==> src/rtl/dsf_pkg.sv <==
package dsf_pkg;

    typedef enum logic [1:0] {
        PH_IDLE = 2'd0,
        PH_FWD  = 2'd1,
        PH_ERR1 = 2'd2,
        PH_ERR2 = 2'd3
    } phase_e;

    localparam logic [1:0] TRANS_IDLE   = 2'b00;
    localparam logic [1:0] TRANS_BUSY   = 2'b01;
    localparam logic [1:0] TRANS_NONSEQ = 2'b10;
    localparam logic [1:0] TRANS_SEQ    = 2'b11;

    localparam logic RESP_OKAY  = 1'b0;
    localparam logic RESP_ERROR = 1'b1;

endpackage

==> src/rtl/dsf_addr_map.sv <==
module dsf_addr_map #(
    parameter int unsigned ADDR_W    = 14,
    parameter int unsigned WIN_BYTES = 256,
    parameter int unsigned OPEN_LO   = 256,
    parameter int unsigned OPEN_HI   = 8192
) (
    input  logic [ADDR_W-1:0] addr_i,
    output logic [ADDR_W-1:0] folded_o,
    output logic              in_open_o,
    output logic              via_alias_o
);
    localparam int unsigned AW1 = ADDR_W + 1;
    localparam logic [ADDR_W:0] ALIAS_LO = AW1'(WIN_BYTES);
    localparam logic [ADDR_W:0] ALIAS_HI = AW1'(2 * WIN_BYTES);
    localparam logic [ADDR_W:0] LO_X     = AW1'(OPEN_LO);
    localparam logic [ADDR_W:0] HI_X     = AW1'(OPEN_HI);
    localparam logic [ADDR_W-1:0] SHIFT  = ADDR_W'(WIN_BYTES);

    logic [ADDR_W:0] addr_x;

    always_comb begin
        addr_x      = {1'b0, addr_i};
        via_alias_o = (addr_x >= ALIAS_LO) && (addr_x < ALIAS_HI);
        in_open_o   = (addr_x >= LO_X) && (addr_x < HI_X);
        folded_o    = via_alias_o ? (addr_i - SHIFT) : addr_i;
    end

endmodule

==> src/rtl/dsf_ahb_port.sv <==
module dsf_ahb_port
    import dsf_pkg::*;
#(
    parameter int unsigned ADDR_W    = 14,
    parameter int unsigned DATA_W    = 32,
    parameter int unsigned WIN_BYTES = 256,
    parameter int unsigned OPEN_LO   = 256,
    parameter int unsigned OPEN_HI   = 8192
) (
    input  logic              clk_i,
    input  logic              rst_ni,
    input  logic              locked_i,
    input  logic              hsel_i,
    input  logic [ADDR_W-1:0] haddr_i,
    input  logic [1:0]        htrans_i,
    input  logic              hwrite_i,
    input  logic [DATA_W-1:0] hwdata_i,
    input  logic              hready_i,
    output logic [DATA_W-1:0] hrdata_o,
    output logic              hreadyout_o,
    output logic              hresp_o,
    output logic              tgt_req_o,
    output logic              tgt_we_o,
    output logic [ADDR_W-1:0] tgt_addr_o,
    output logic [DATA_W-1:0] tgt_wdata_o,
    output logic              tgt_restricted_o,
    input  logic [DATA_W-1:0] tgt_rdata_i
);
    typedef struct packed {
        phase_e            ph;
        logic [ADDR_W-1:0] addr;
        logic              write;
        logic              restricted;
    } port_st_t;

    localparam port_st_t ST_RESET = '{ph: PH_IDLE, addr: '0, write: 1'b0, restricted: 1'b0};

    port_st_t          st_d, st_q;
    logic [ADDR_W-1:0] folded;
    logic              in_open;
    logic              via_alias;
    logic              take;
    logic              blocked;

    dsf_addr_map #(
        .ADDR_W   (ADDR_W),
        .WIN_BYTES(WIN_BYTES),
        .OPEN_LO  (OPEN_LO),
        .OPEN_HI  (OPEN_HI)
    ) i_map (
        .addr_i     (haddr_i),
        .folded_o   (folded),
        .in_open_o  (in_open),
        .via_alias_o(via_alias)
    );

    always_comb begin
        st_d    = st_q;
        take    = hsel_i && hready_i && htrans_i[1];
        blocked = locked_i && !in_open;
        if (st_q.ph == PH_ERR1) begin
            st_d.ph = PH_ERR2;
        end else if (take) begin
            if (blocked) begin
                st_d.ph         = PH_ERR1;
                st_d.write      = 1'b0;
                st_d.restricted = 1'b0;
            end else begin
                st_d.ph         = PH_FWD;
                st_d.addr       = folded;
                st_d.write      = hwrite_i;
                st_d.restricted = locked_i;
            end
        end else begin
            st_d.ph = PH_IDLE;
        end
    end

    always_ff @(posedge clk_i or negedge rst_ni) begin
        if (!rst_ni) st_q <= ST_RESET;
        else         st_q <= st_d;
    end

    always_comb begin
        hreadyout_o      = (st_q.ph != PH_ERR1);
        hresp_o          = (st_q.ph == PH_ERR1 || st_q.ph == PH_ERR2) ? RESP_ERROR : RESP_OKAY;
        tgt_req_o        = (st_q.ph == PH_FWD);
        tgt_we_o         = (st_q.ph == PH_FWD) && st_q.write;
        tgt_addr_o       = st_q.addr;
        tgt_wdata_o      = hwdata_i;
        tgt_restricted_o = (st_q.ph == PH_FWD) && st_q.restricted;
        hrdata_o         = ((st_q.ph == PH_FWD) && !st_q.write) ? tgt_rdata_i : '0;
    end

    localparam int unsigned AW1 = ADDR_W + 1;
    logic chk_outside;
    assign chk_outside = ({1'b0, haddr_i} < AW1'(OPEN_LO)) || ({1'b0, haddr_i} >= AW1'(OPEN_HI));


    blocked_err_chk: assert property (@(posedge clk_i) disable iff (!rst_ni)
        (hsel_i && hready_i && htrans_i[1] && locked_i && chk_outside)
        |=> (!hreadyout_o && hresp_o && !tgt_req_o));


    err_tail_chk: assert property (@(posedge clk_i) disable iff (!rst_ni)
        (!hreadyout_o) |=> (hreadyout_o && hresp_o && !tgt_req_o));


    idle_okay_chk: assert property (@(posedge clk_i) disable iff (!rst_ni)
        (hsel_i && hready_i && !htrans_i[1] && hreadyout_o)
        |=> (hreadyout_o && !hresp_o && !tgt_req_o));


    open_fwd_chk: assert property (@(posedge clk_i) disable iff (!rst_ni)
        (hsel_i && hready_i && htrans_i[1] && !locked_i && hreadyout_o)
        |=> (tgt_req_o && hreadyout_o && !hresp_o));


    restricted_scope_chk: assert property (@(posedge clk_i) disable iff (!rst_ni)
        tgt_restricted_o |-> (tgt_req_o && $past(locked_i)));

endmodule

==> src/rtl/dbg_sec_filter.sv <==
module dbg_sec_filter
    import dsf_pkg::*;
#(
    parameter int unsigned ADDR_W    = 14,
    parameter int unsigned DATA_W    = 32,
    parameter int unsigned LOCK_W    = 2,
    parameter int unsigned WIN_BYTES = 256,
    parameter int unsigned OPEN_LO   = 256,
    parameter int unsigned OPEN_HI   = 8192
) (
    input  logic              clk_i,
    input  logic              rst_ni,
    input  logic              code_prot_i,
    input  logic [LOCK_W-1:0] dbg_lock_i,
    input  logic              ext_hsel_i,
    input  logic [ADDR_W-1:0] ext_haddr_i,
    input  logic [1:0]        ext_htrans_i,
    input  logic              ext_hwrite_i,
    input  logic [DATA_W-1:0] ext_hwdata_i,
    input  logic              ext_hready_i,
    output logic [DATA_W-1:0] ext_hrdata_o,
    output logic              ext_hreadyout_o,
    output logic              ext_hresp_o,
    input  logic              cpu_req_i,
    input  logic              cpu_we_i,
    input  logic [ADDR_W-1:0] cpu_addr_i,
    input  logic [DATA_W-1:0] cpu_wdata_i,
    output logic [DATA_W-1:0] cpu_rdata_o,
    output logic              xt_req_o,
    output logic              xt_we_o,
    output logic [ADDR_W-1:0] xt_addr_o,
    output logic [DATA_W-1:0] xt_wdata_o,
    output logic              xt_restricted_o,
    input  logic [DATA_W-1:0] xt_rdata_i,
    output logic              ct_req_o,
    output logic              ct_we_o,
    output logic [ADDR_W-1:0] ct_addr_o,
    output logic [DATA_W-1:0] ct_wdata_o,
    input  logic [DATA_W-1:0] ct_rdata_i
);
    logic              locked;
    logic [ADDR_W-1:0] cpu_folded;
    logic              cpu_in_open;
    logic              cpu_via_alias;

    assign locked = code_prot_i || (|dbg_lock_i);

    dsf_ahb_port #(
        .ADDR_W   (ADDR_W),
        .DATA_W   (DATA_W),
        .WIN_BYTES(WIN_BYTES),
        .OPEN_LO  (OPEN_LO),
        .OPEN_HI  (OPEN_HI)
    ) i_ext_port (
        .clk_i           (clk_i),
        .rst_ni          (rst_ni),
        .locked_i        (locked),
        .hsel_i          (ext_hsel_i),
        .haddr_i         (ext_haddr_i),
        .htrans_i        (ext_htrans_i),
        .hwrite_i        (ext_hwrite_i),
        .hwdata_i        (ext_hwdata_i),
        .hready_i        (ext_hready_i),
        .hrdata_o        (ext_hrdata_o),
        .hreadyout_o     (ext_hreadyout_o),
        .hresp_o         (ext_hresp_o),
        .tgt_req_o       (xt_req_o),
        .tgt_we_o        (xt_we_o),
        .tgt_addr_o      (xt_addr_o),
        .tgt_wdata_o     (xt_wdata_o),
        .tgt_restricted_o(xt_restricted_o),
        .tgt_rdata_i     (xt_rdata_i)
    );

    dsf_addr_map #(
        .ADDR_W   (ADDR_W),
        .WIN_BYTES(WIN_BYTES),
        .OPEN_LO  (OPEN_LO),
        .OPEN_HI  (OPEN_HI)
    ) i_cpu_map (
        .addr_i     (cpu_addr_i),
        .folded_o   (cpu_folded),
        .in_open_o  (cpu_in_open),
        .via_alias_o(cpu_via_alias)
    );

    always_comb begin
        ct_req_o    = cpu_req_i;
        ct_we_o     = cpu_req_i && cpu_we_i;
        ct_addr_o   = cpu_folded;
        ct_wdata_o  = cpu_wdata_i;
        cpu_rdata_o = ct_rdata_i;
    end


    cpu_unfiltered_chk: assert property (@(posedge clk_i) disable iff (!rst_ni)
        (cpu_req_i && locked && !cpu_in_open) |-> ct_req_o);


    cpu_fold_chk: assert property (@(posedge clk_i) disable iff (!rst_ni)
        (cpu_req_i && cpu_via_alias) |-> (ct_addr_o < ADDR_W'(WIN_BYTES)));

endmodule

==> config.mk <==
export PLATFORM = sky130hd
export DESIGN_NAME = dbg_sec_filter
export DESIGN_NICKNAME = d
export VERILOG_FILES = /design/src/rtl/dsf_pkg.sv /design/src/rtl/dsf_addr_map.sv /design/src/rtl/dsf_ahb_port.sv /design/src/rtl/dbg_sec_filter.sv
export SDC_FILE = /design/constraint.sdc
export NUM_CORES = 1
export LEC_CHECK = 0
export ABC_AREA = 1
export CORE_AREA = 3 3 128 130
export DETAILED_ROUTE_END_ITERATION = 10
export DIE_AREA = 0 0 131 133
export GPL_TIMING_DRIVEN = 0
export PLACE_DENSITY = 0.66
export SLEW_MARGIN = 20
export SYNTH_ARGS = -nofsm -noshare
export SYNTH_HDL_FRONTEND = slang
export SYNTH_HIERARCHICAL = 1
export SYNTH_SLANG_ARGS = --single-unit
==> constraint.sdc <==
create_clock -name clk_i -period 1.3 [get_ports clk_i]
set_input_delay 0.195 -clock clk_i [delete_from_list [all_inputs] [get_ports clk_i]]
set_output_delay 0.195 -clock clk_i [all_outputs]
set_load 0.03 [all_outputs]
==> results of run 1 <==
## sequential cells by signal, indices dropped and copies added (netlist names)
| register | cells |
|---|---|
| i_ext_port/st_q | 4 |
| i_ext_port/tgt_addr_o | 14 |
## report_power, final
group / switching, mW / internal, mW / leakage, nW
logic: 2.05 / 1.75 / 2.53
clock network: 0.197 / 0.404 / 0.0370
registers: 0.117 / 0.731 / 0.226
total: 2.37 / 2.89 / 2.79
## layout make-up
| class | instances | area, sq um |
|---|---|---|
| Fill cell | 1550 | 9500 |
| Inverter | 56 | 239 |
| Tap cell | 211 | 264 |
| Buffer | 135 | 1060 |
| Multi-Input combinational cell | 148 | 1200 |
| Timing Repair Buffer | 255 | 2470 |
| Sequential cell | 18 | 452 |
| Clock buffer | 3 | 75.1 |
## metal layers
layer | global-route usage [%] | part of all wire (%)
met1 | 12.8 | 37
met2 | 19.5 | 54
met3 | 1.86 | 8.5
met4 | 1.20 | 0.45
met5 | 0 | 0
## worst min path at each step
stage                          endpoint  slack [ns]  cells after the start
3_5_place_dp   i_ext_port/tgt_addr_o[3]        0.46                      2
6_report       i_ext_port/tgt_addr_o[0]        0.32                      4
5_1_grt        i_ext_port/tgt_addr_o[3]        0.36                      4
4_1_cts        i_ext_port/tgt_addr_o[2]        0.33                      4
2_1_floorplan        i_ext_port/st_q[0]       -0.10                      0
3_3_place_gp   i_ext_port/tgt_addr_o[3]        0.46                      2
## worst min-delay path, cell delays in order
cell      delay, ns
clkbuf_2       0.10
buf_4          0.10
nand4_1        0.07
nand2_1        0.07
## through the flow
step | setup WS, ns | area (sq um) | setup TNS (ns)
2_1_floorplan | -0.110 | 2730 | -2.86
3_3_place_gp | -1.02 | 5330 | -43.22
3_5_place_dp | -1.03 | 5330 | -43.06
4_1_cts | -0.264 | 5640 | -7.25
5_1_grt | -0.294 | 5760 | -9.14
6_report | -0.233 | 5760 | -6.51
## repair_timing
action                     CTS  global route
resized for setup          472            65
gates cloned                 1             0
pin swaps                   23            26
setup buffers               13             8
setup endpoints to repair   85            62
==> results.cfg, run 1 <==
[place]
globalplace.congestion = 0.747
hpwl_mm = 9.13
place_inst = 801
portBuffers = 233

[cells_and_area]
syn2layout_area_growth_pct = 135
fin_util_pct = 37.8
final-instance-count-excl-fill = 826
n_antenna_cell = 0
final_common_cell = buf_4
final_cell_mix = buf_4 (151), clkdlybuf4s50_1 (138), buf_6 (45)
fin_nets = 789
drive_gt1_share_pct = 55.9

[min_path]
hp-start = ext_haddr_i[0]
hold_path_class = primary input to flop

[cts]
htreeDepth = 1
cts_max_path_buffers = 2
clock-sinks = 18
clkLatencyLatePin_ns = 0.25
cts_made_buffers = 3
root_buffer = clkbuf_16
cts.clk_slew.worst_paths_ns = 0.05
tritoncts = done
postCtsHoldBufs = 0

[outcome]
violations = setup timing
status = finished, violations left

[worst_setup_path]
cp_cell_sequence = nor2_4 > nand2_4 > buf_12 > nor2_4 > buf_6
worstPathRequired_ns = 1.11
path_depth = 5
rr_endpoint = i_ext_port/tgt_addr_o[11]
crit_path_start = i_ext_port/st_q[17]
slowest_delay_ns = 0.42
rr_startpoint = i_ext_port/st_q[17]
critical_path.most_common_cell = nor2_4
crit_family = flip-flops
crit_end = ext_hrdata_o[10]
slowest_stage = dfrtp_2
crit_path_end_kind = primary output
crit_fanout = 10
r2r_setup_slack_ns = 0
crit_buf_inv = 2
start_kind = flop
r2r_cells = 7
worst_ep_arrival_time_ns = 1.34
worstSetupPathType = flop to primary output

[global_route]
grt_use_total_pct = 10.5
antenna_found_initial = 0
grt_pass1_vias = 2736
grt.overflow.total = 0
grt_pass1_wl_mm = 14.7
grt_max_degree = 19

[sta]
rsz0062_at_grt = yes
slew_viol_final = 0
setup_viol_count_final = 34
hold_viol = 0
final.setup.worst_slack_ns = -0.233
max_freq_mhz = 652
fin_skew_ns = 0.00237
max_slew.worst_pin.slew_ns = 0.813
fin_crit_sh_pct = 118
whs_ns = 0.319
post-route-min-period_ns = 1.53
slew_headroom_pct = 45.6

[route]
route.detailed.drc = 0
ant_nets = 0
viasPerCell = 3.44
drt_pre_antenna_iters = 4
avgRoutedWirePerCell_um = 12.9
drt_iter0_drc = 58
drt-total-wl_mm = 10.7
via_count = 2840

[power_and_ir_drop]
power_density_nw_per_um2 = 913
total_power_mw = 5.26
cellLeakagePower_nw = 2.79
peakVddDrop_v = 0.000451

[floorplanning]
fp.dieH_um = 133
core_area_sq_um = 15300
start_util_pct = 16.1
row_count = 45
die_area_sq_um = 17400
fp.dieW_um = 131
pin_count = 331

[synth]
synth_nets = 529
netlist_instances = 357
syn_avg_cell_area_sq_um = 6.88
syn-cell-area_sq_um = 2450
ys_warn_count = 6

[job]
cap_viol_max_count = 0
(Power assumes the default switching activity.)
==> inputs of run 2 (changes only) <==
--- a/config.mk
+++ b/config.mk
@@ -6,11 +6,14 @@
 export NUM_CORES = 1
 export LEC_CHECK = 0
 export ABC_AREA = 1
-export CORE_AREA = 3 3 128 130
+export CELL_PAD_IN_SITES_DETAIL_PLACEMENT = 1
+export CELL_PAD_IN_SITES_GLOBAL_PLACEMENT = 2
+export CORE_AREA = 3 3 129 131
 export DETAILED_ROUTE_END_ITERATION = 10
-export DIE_AREA = 0 0 131 133
+export DIE_AREA = 0 0 132 134
+export DONT_BUFFER_PORTS = 1
 export GPL_TIMING_DRIVEN = 0
-export PLACE_DENSITY = 0.66
+export PLACE_DENSITY_LB_ADDON = 0.1
 export SLEW_MARGIN = 20
 export SYNTH_ARGS = -nofsm -noshare
 export SYNTH_HDL_FRONTEND = slang
==> run 2 against run 1 <==
Net effect: the run still ends with setup timing left; sequential power is 2% lower; critical endpoint is now ext_hrdata_o[31]; routed wire length decreased by 19%; register-to-register slack better by 0.06 ns; sequential share of layout area grew 5.7 points; highest routed layer unchanged; non-clock buffer count shrank 245; clock power grew 3%; clock skew hardly changed; first-iteration DRC count shrank 5.2%; flip-flop and latch count unchanged; critical path type unchanged; worst setup slack worse by 0.18 ns.
==> results.cfg, run 2 (same netlist as run 1, synthesis figures left out) <==
[global_route]
grt_max_degree = 19
grt_pass1_wl_mm = 12.0
grt.overflow.total = 0
grt_pass1_vias = 1990
grt_use_total_pct = 8.41
antenna_found_initial = 0

[sta]
hold_viol = 0
setup_viol_count_final = 35
fin_skew_ns = 0.00237
max_slew.worst_pin.slew_ns = 0.884
tns_ns = -12.98
post-route-min-period_ns = 1.71
slew_viol_final = 0
whs_ns = 0.0985
final.setup.worst_slack_ns = -0.415
slew_headroom_pct = 41.1
fin_crit_sh_pct = 132
max_freq_mhz = 583
rsz0062_at_grt = yes

[cells_and_area]
final-instance-count-excl-fill = 586
largest_reg_flops = 14
fin_nets = 544
final_common_cell = buf_4
n_antenna_cell = 0
fin_area_sq_um = 3350
syn2layout_area_growth_pct = 36.3
drive_gt1_share_pct = 61.6
final_cell_mix = buf_4 (136), nand2_1 (49), inv_1 (48)

[cts]
cts.clk_slew.worst_paths_ns = 0.05
cts_made_buffers = 3
tritoncts = done
clkLatencyLatePin_ns = 0.25
htreeDepth = 1
root_buffer = clkbuf_16
clock-sinks = 18
cts_max_path_buffers = 2

[place]
hpwl_mm = 7.54
placed_cell_area_sq_um = 3000
place_inst = 573
globalplace.congestion = 0.652
portBuffers = 0

[power_and_ir_drop]
total_power_mw = 4.04
power_density_nw_per_um2 = 1210
peakVddDrop_v = 0.000335
cellLeakagePower_nw = 1.68

[worst_setup_path]
cp_cell_sequence = nor2_4 > nand2_4 > buf_12 > nor2_4
slowest_delay_ns = 0.42
worstPathRequired_ns = 1.11
worstSetupPathType = flop to primary output
crit_path_end_kind = primary output
crit_fanout = 10
start_kind = flop
slowest_stage = dfrtp_2
critical_path.most_common_cell = nor2_4
worst_ep_arrival_time_ns = 1.52

[floorplanning]
fp.dieW_um = 132
fp.dieH_um = 134
die_area_sq_um = 17700
start_util_pct = 15.6
row_count = 46
pin_count = 331
core_area_sq_um = 15700

[route]
viasPerCell = 3.51
met2_length_mm = 4.92
drt-total-wl_mm = 8.63
ant_nets = 0
drt-met1-wl_mm = 2.73
drt_iter0_drc = 55
dr_wl_met3_um = 923
avgRoutedWirePerCell_um = 14.7
via_count = 2055
drt_pre_antenna_iters = 2
top_layer_used = met4
route.detailed.drc = 0

[job]
cap_viol_max_count = 0

[min_path]
hold_path_class = primary input to flop

[outcome]
status = finished, violations left
violations = setup timing
## run 2: repair_timing
| item | in CTS | in global routing |
|---|---|---|
| resized for setup | 27 | 17 |
| pin swaps | 10 | 14 |
| buffers inserted | 1 | 7 |
| hold buffers | 1 | 0 |
| endpoints found under the setup margin | 49 | 53 |
| gates cloned | 0 | 1 |
| hold endpoints to repair | 18 | 0 |
## run 2: worst paths after layout
kind / end / depth (start not counted) / startpoint / slack (ns)
worst max-delay path: ext_hrdata_o[31] / 4 / i_ext_port/st_q[17] / -0.41
worst min-delay path: i_ext_port/st_q[1] / 2 / ext_hwrite_i / 0.1
worst max register to register: i_ext_port/tgt_addr_o[13] / 6 / i_ext_port/st_q[17] / 0.06
worst min register to register: i_ext_port/tgt_addr_o[3] / 2 / i_ext_port/tgt_addr_o[3] / 0.47
max in group asynchronous: i_ext_port/st_q[17] / 1 / rst_ni / 0.56
min in group asynchronous: i_ext_port/tgt_addr_o[9] / 1 / rst_ni / 0.14
## run 2: area by class of cell
class / count / area, sq um
well taps: 216 / 270
plain buffers: 135 / 1060
multi-input cells: 148 / 1150
flip-flops and latches: 18 / 452
fillers: 1900 / 12400
inverters: 56 / 238
clock buffers: 3 / 75.1
repair buffers: 10 / 97.6
## run 2: where the power goes
group / leakage, nW / internal (mW) / switching, mW
Sequential: 0.226 / 0.730 / 0.101
Clock: 0.0370 / 0.405 / 0.212
Combinational: 1.41 / 0.792 / 1.80
## run 2: critical path: cells and delay by family, from the launching register on
kind	cells	cell delay, ns
buffers and inverters	1	0.19
flip-flops	1	0.42
AND/OR/NAND/NOR	3	0.66
## run 2: stage by stage
stage	setup slack, ns	utilization [%]
floorplan	-0.110	-
global placement	-0.315	19.1
detailed placement	-0.314	19.1
CTS	-0.450	20.4
global route	-0.492	21.3
finish	-0.415	21.3
## run 2: layer usage
layer	global-route usage (%)	vias up
li1	-	964
met1	8.54	953
met2	16.3	136
met3	3.04	2
met4	2.10	0
met5	0	-
